<file path="config.mk">
export PLATFORM = sky130hd
export DESIGN_NAME = pci_actmon
export DESIGN_NICKNAME = d
export VERILOG_FILES = /design/src/rtl/pci_actmon_pkg.sv /design/src/rtl/actmon_qual.sv /design/src/rtl/actmon_chan.sv /design/src/rtl/pci_actmon.sv
export SDC_FILE = /design/constraint.sdc
export NUM_CORES = 1
export LEC_CHECK = 0
export BUFFER_PORTS_ARGS = -buffer_cell sky130_fd_sc_hd__buf_2
export CORE_MARGIN = 5
export CORE_UTILIZATION = 55
export CTS_CLUSTER_SIZE = 16
export DETAILED_ROUTE_END_ITERATION = 8
export GPL_TIMING_DRIVEN = 0
export PLACE_DENSITY_LB_ADDON = 0.25
export REMOVE_ABC_BUFFERS = 1
export SYNTH_ARGS = -nofsm -noshare
export SYNTH_HDL_FRONTEND = slang
export SYNTH_HIERARCHICAL = 1
export SYNTH_SLANG_ARGS = --single-unit
</file>
<file path="constraint.sdc">
create_clock -name clk -period 2.6 [get_ports clk]
set_input_delay 0.39 -clock clk [delete_from_list [all_inputs] [get_ports clk]]
set_output_delay 0.39 -clock clk [all_outputs]
set_load 0.005 [all_outputs]
</file>
<file path="src/rtl/pci_actmon_pkg.sv">
package pci_actmon_pkg;

    // channel indices inside the monitor
    typedef enum int {
        CH_XFER = 0,
        CH_MST  = 1
    } chan_e;

    localparam int NUM_CH = 2;

    // per-cycle qualifying events decoded from the bus
    typedef struct packed {
        logic mst;   // initiator activity seen this clock
        logic xfer;  // completed data phase seen this clock
    } qual_t;

    function automatic qual_t decode_bus(input logic frame_n, input logic irdy_n,
                                         input logic trdy_n, input logic mst_en);
        qual_t q;
        q.mst  = mst_en & ~frame_n;
        q.xfer = ~irdy_n & ~trdy_n;
        return q;
    endfunction

endpackage

</file>
<file path="src/rtl/actmon_qual.sv">
module actmon_qual
    import pci_actmon_pkg::*;
(
    input  logic  frame_n,
    input  logic  irdy_n,
    input  logic  trdy_n,
    input  logic  mst_en,
    output qual_t qual_o
);
    // purely combinational; the counters sample it on the rising edge
    assign qual_o = decode_bus(frame_n, irdy_n, trdy_n, mst_en);
endmodule

</file>
<file path="src/rtl/actmon_chan.sv">
module actmon_chan #(
    parameter int PRE_W = 6,
    parameter int CNT_W = 16
) (
    input  logic             clk,
    input  logic             rst,
    input  logic             clr_i,   // software clear
    input  logic             inc_i,   // qualifying cycle
    input  logic             xclr_i,  // partner channel wraps this cycle
    output logic [CNT_W-1:0] cnt_o,
    output logic             wrap_o   // this channel wraps at the coming edge
);
    logic [PRE_W-1:0] pre_q;
    logic [CNT_W-1:0] cnt_q;
    logic             tick;

    assign tick   = inc_i && (&pre_q);
    assign wrap_o = tick && (&cnt_q);
    assign cnt_o  = cnt_q;

    always_ff @(posedge clk) begin
        if (rst || clr_i) begin
            pre_q <= '0;
            cnt_q <= '0;
        end else begin
            if (inc_i) pre_q <= pre_q + 1'b1;
            if (xclr_i)     cnt_q <= '0;
            else if (tick)  cnt_q <= cnt_q + 1'b1;
        end
    end

    // a clear leaves field and prescaler at zero
    p_clr_zero_r7: assert property (@(posedge clk) disable iff (rst)
        clr_i |=> (cnt_q == '0 && pre_q == '0));

    // with no activity and no clear, nothing moves
    p_idle_hold_r3: assert property (@(posedge clk) disable iff (rst)
        (!clr_i && !xclr_i && !inc_i) |=> ($stable(cnt_q) && $stable(pre_q)));

    // the field moves by at most one per clock
    p_single_step_r3: assert property (@(posedge clk) disable iff (rst)
        (!clr_i && !xclr_i) |=>
            (cnt_q == $past(cnt_q) || cnt_q == CNT_W'($past(cnt_q) + 1'b1)));

    // a partner wrap always leaves this field at zero
    p_xclr_zero_r6: assert property (@(posedge clk) disable iff (rst)
        xclr_i |=> (cnt_q == '0));
endmodule

</file>
<file path="src/rtl/pci_actmon.sv">
module pci_actmon
    import pci_actmon_pkg::*;
#(
    parameter int PRE_W = 6,
    parameter int CNT_W = 16
) (
    input  logic               clk,
    input  logic               rst,
    input  logic               frame_n,
    input  logic               irdy_n,
    input  logic               trdy_n,
    input  logic               mst_en,
    input  logic               sw_clr,
    output logic [2*CNT_W-1:0] rd_data
);
    localparam int WORD_W = NUM_CH * CNT_W;

    qual_t                   qual;
    logic [NUM_CH-1:0]       inc;
    logic [NUM_CH-1:0]       wrap;
    logic [CNT_W-1:0]        cnt [NUM_CH];
    logic [WORD_W-1:0]       word;

    actmon_qual u_qual (
        .frame_n (frame_n),
        .irdy_n  (irdy_n),
        .trdy_n  (trdy_n),
        .mst_en  (mst_en),
        .qual_o  (qual)
    );

    assign inc[CH_XFER] = qual.xfer;
    assign inc[CH_MST]  = qual.mst;

    for (genvar g = 0; g < NUM_CH; g++) begin : g_chan
        actmon_chan #(.PRE_W(PRE_W), .CNT_W(CNT_W)) u_chan (
            .clk    (clk),
            .rst    (rst),
            .clr_i  (sw_clr),
            .inc_i  (inc[g]),
            .xclr_i (wrap[NUM_CH-1-g]),
            .cnt_o  (cnt[g]),
            .wrap_o (wrap[g])
        );
        assign word[g*CNT_W +: CNT_W] = cnt[g];
    end

    assign rd_data = word;

    // transfer wrap empties the initiator field
    p_xwrap_clears_r4: assert property (@(posedge clk) disable iff (rst)
        (wrap[CH_XFER] && !sw_clr) |=> (rd_data[2*CNT_W-1:CNT_W] == '0));

    // initiator wrap empties the transfer field
    p_mwrap_clears_r5: assert property (@(posedge clk) disable iff (rst)
        (wrap[CH_MST] && !sw_clr) |=> (rd_data[CNT_W-1:0] == '0));

    // initiator field frozen when not owning a frame
    p_mst_idle_r1: assert property (@(posedge clk) disable iff (rst)
        ((!mst_en || frame_n) && !sw_clr && !wrap[CH_XFER])
            |=> $stable(rd_data[2*CNT_W-1:CNT_W]));

    // transfer field frozen unless both ready lines are low
    p_xfer_idle_r2: assert property (@(posedge clk) disable iff (rst)
        ((irdy_n || trdy_n) && !sw_clr && !wrap[CH_MST])
            |=> $stable(rd_data[CNT_W-1:0]));
endmodule

</file>
==> metrics.md <==
| Metric | Value |
|---|---|
| Max FO, Critical Path | 17 |
| Stages on the worst setup path | 7 |
| Cell taking the most area after synthesis | dfxtp_1 |
| Fin Setup TNS | 0 ns |
| Setup-failing EPs final | 0 |
| H-tree depth | 2 |
| Initial antenna violation count | 0 |
| Max Root-Sink Buffers | 2 |
| TritonCTS clock tree | yes |
| Gpl congestion | a little under 0.8 |
| Initial DRC Count | 92 |
| EDFF count, synth | 0 |
| Die ar. | between 0.005 and 0.006 sq mm |
| Initial Utilization | 55.5% |
| Top Family by Delay on Critical Path | simple AND/OR/NAND/NOR gates |
| Register area share after synthesis | 40.2% |
| Peak Freq | ~460 MHz |
| Pleak | about 0.96 nW |
| WL/cell | about 13 um |
| Worst hold path depth | 3 |
| Largest net degree at the start of global routing | 18 |
| Setup bufs post-CTS | 0 |
| CP Data Required Time | 2.80 ns |
| PortBufs | 38 |
| Simple-Gate Fraction of Synth Area | 33.4% |
| Setup crit end kind | flip-flop |
| Syn Area/Cell | about 8.9 sq um |
| Crit path DAT | around 2.4 ns |
| Finished Core Util | 62.7% |
| Max-cap violation count | 0 |
| Ys Warns | 6 |
| CTS resizes | 0 |
| Synth Flop Type | dfxtp_1 |
| Main combinational cell family by area after synthesis | simple AND/OR/NAND/NOR gates |
| Core Area | 0.00394 sq mm |
| Total clock sinks | between 40 and 50 |
| Hpwl dp | between 3000 and 4000 um |
| Final Slew Violations | 0 |
| Chip Height | approximately 73 um |
| CTS Buf Count | 5 |
| Synth Cell Area | 0.00219 sq mm |
| Synth async-reset ratio | 0% |
| Critical-path cell list | ha_1 > and3_2 > nand2_4 > nor3_1 > or3_1 > a211oi_1 > a31o_2 |
| Min-Delay Path Class | primary input to flip-flop |
| Drt total wl | about 4300 um |
| P&R area growth vs syn | 12.9% |
| Yosys top cell area share | 40.2% |
| Mux cell area share after synthesis | 0.914% |
| VDD IR-drop max | 0.290 mV |
| Cell area after layout | 0.00247 sq mm |
| Layout cells sized above 1 | 24.5% |
| Post-synthesis xor/xnor area fraction | 9.60% |
| Worst skew pair latency | 0.30 ns |
| Adder-Cell Fraction of Synth Area | approximately 2.3% |
| Reg2reg path depth | 7 |
| Crit-path max cell delay | 0.52 ns |
| Max_slew headroom | 60.8% |
| Io pins | 39 |
| Via count | about 1,900 |
| Layout Skew | 0.00961 ns |
| Vias/cell | roughly 5.6 |
| GRT Residual Overflow | 0 |
| Mapped Cells | 246 |
| Reg clk slew, reported paths | 0.08 ns |
| Number of buffers and inverters on the critical path | 0 |
| Vias in the first global route | 1,637 |
| Global-route wire length before repair | 7110 um |
| Slew @ Worst Pin | 0.588 ns |
| Status | finished, final reports clean |
| Most common library cell in the layout ignoring fill and taps | dfxtp_1 |
| # nets final | 292 |
| GRT Util Overall | 16.7% |
| Synth cell types | 35 |
| Diodes inserted | 0 |
| Synth Register Bits | 44 |
| Crit start category | flip-flop |
| Power per cell area | 464 mW/mm^2 |
| Post-route DRC violation count | 0 |
| Post-synthesis compound-gate area fraction | 9.49% |
| Die X | around 73 um |
| 1st-pass router iterations | 4 |
| Minimum clock period | approximately 2.2 ns |
| Post-CTS Hold Buffers | 0 |
| Final period util | 84.2% |
| Area contributors post-synth | dfxtp_1, nor2_1, xnor2_1 |
| Critical path type | flip-flop to flip-flop |
| CTS root buf | clkbuf_8 |
| Cell row count | 23 |
| Cell Area, Placed | 0.00238 sq mm |
| RSZ-0062 raised after global routing | no |
| Final Hold Vio Count | 0 |
| Antenna Nets Post-Route | 0 |
| Commonest non-fill, non-tap cells in the layout | dfxtp_1, buf_2, nor2_1 |
| CP max-delay cell | or3_1 |
## Yosys cell counts, types with 8 or more instances
library cell  count
inv_1             8
o21ai_0          10
nand4_1          12
nand2_1          16
xor2_1           12
nor2_1           31
a21oi_1          16
dfxtp_1          44
xnor2_1          12
## metal layers
metal | GRT usage [%] | up-vias | wire [um]
li1 | - | 952 | -
met1 | 21.9 | 872 | 2120
met2 | 26.5 | 26 | 1960
met3 | 3.44 | 7 | 157
met4 | 6.76 | 0 | 65
met5 | 0 | - | 0
## logic make-up after synthesis
family / count (synthesis)
fa+ha+maj: 4
buf+inv: 18
simple gates: 118
xor+xnor: 24
mux: 2
flops: 44
compound gates: 36
## final timing paths
kind | slack (ns) | startpoint | endpoint
hold reg to reg | 0.50 | g_chan[1].u_chan/cnt_o[13] | g_chan[1].u_chan/cnt_o[13]
hold / removal | 0.47 | rst | g_chan[1].u_chan/pre_q[5]
setup reg to reg | 0.41 | g_chan[1].u_chan/pre_q[0] | g_chan[0].u_chan/cnt_o[9]
setup / recovery | 0.41 | g_chan[1].u_chan/pre_q[0] | g_chan[0].u_chan/cnt_o[9]
## flip-flops by register name (all words and copies together) (netlist names)
register	count
g_chan.u_chan/pre_q	12
g_chan.u_chan/cnt_o	32
## final cells by class
type,instances,area (sq um)
flip-flops and latches,44,881
repair buffers,38,190
inverters,8,30.0
clock buffers,8,90.1
fillers,353,1470
multi-input cells,184,1220
well taps,50,62.6
## worst min-delay path, stage by stage
cell and delay [ns]:
buf_2 0.11, or2_2 0.17, a21oi_1 0.05
## report_power, final
part / switching (W) / total, W / internal [W]
Combinational: 0.0000184 / 0.0000288 / 0.0000103
Sequential: 0.00000130 / 0.000676 / 0.000675
Clock: 0.000225 / 0.000442 / 0.000217
## metrics by stage
step	instances	hold slack (ns)	worst slack (ns)	total power (W)
floorplan	236	0.478	0.544	0.000710
global placement	324	0.477	0.116	0.000720
detailed placement	324	0.483	0.117	0.000721
CTS	332	0.462	0.418	0.00116
global route	332	0.491	0.226	0.00118
finish	332	0.471	0.412	0.00115
No activity file was read; power rests on OpenSTA's default activity.
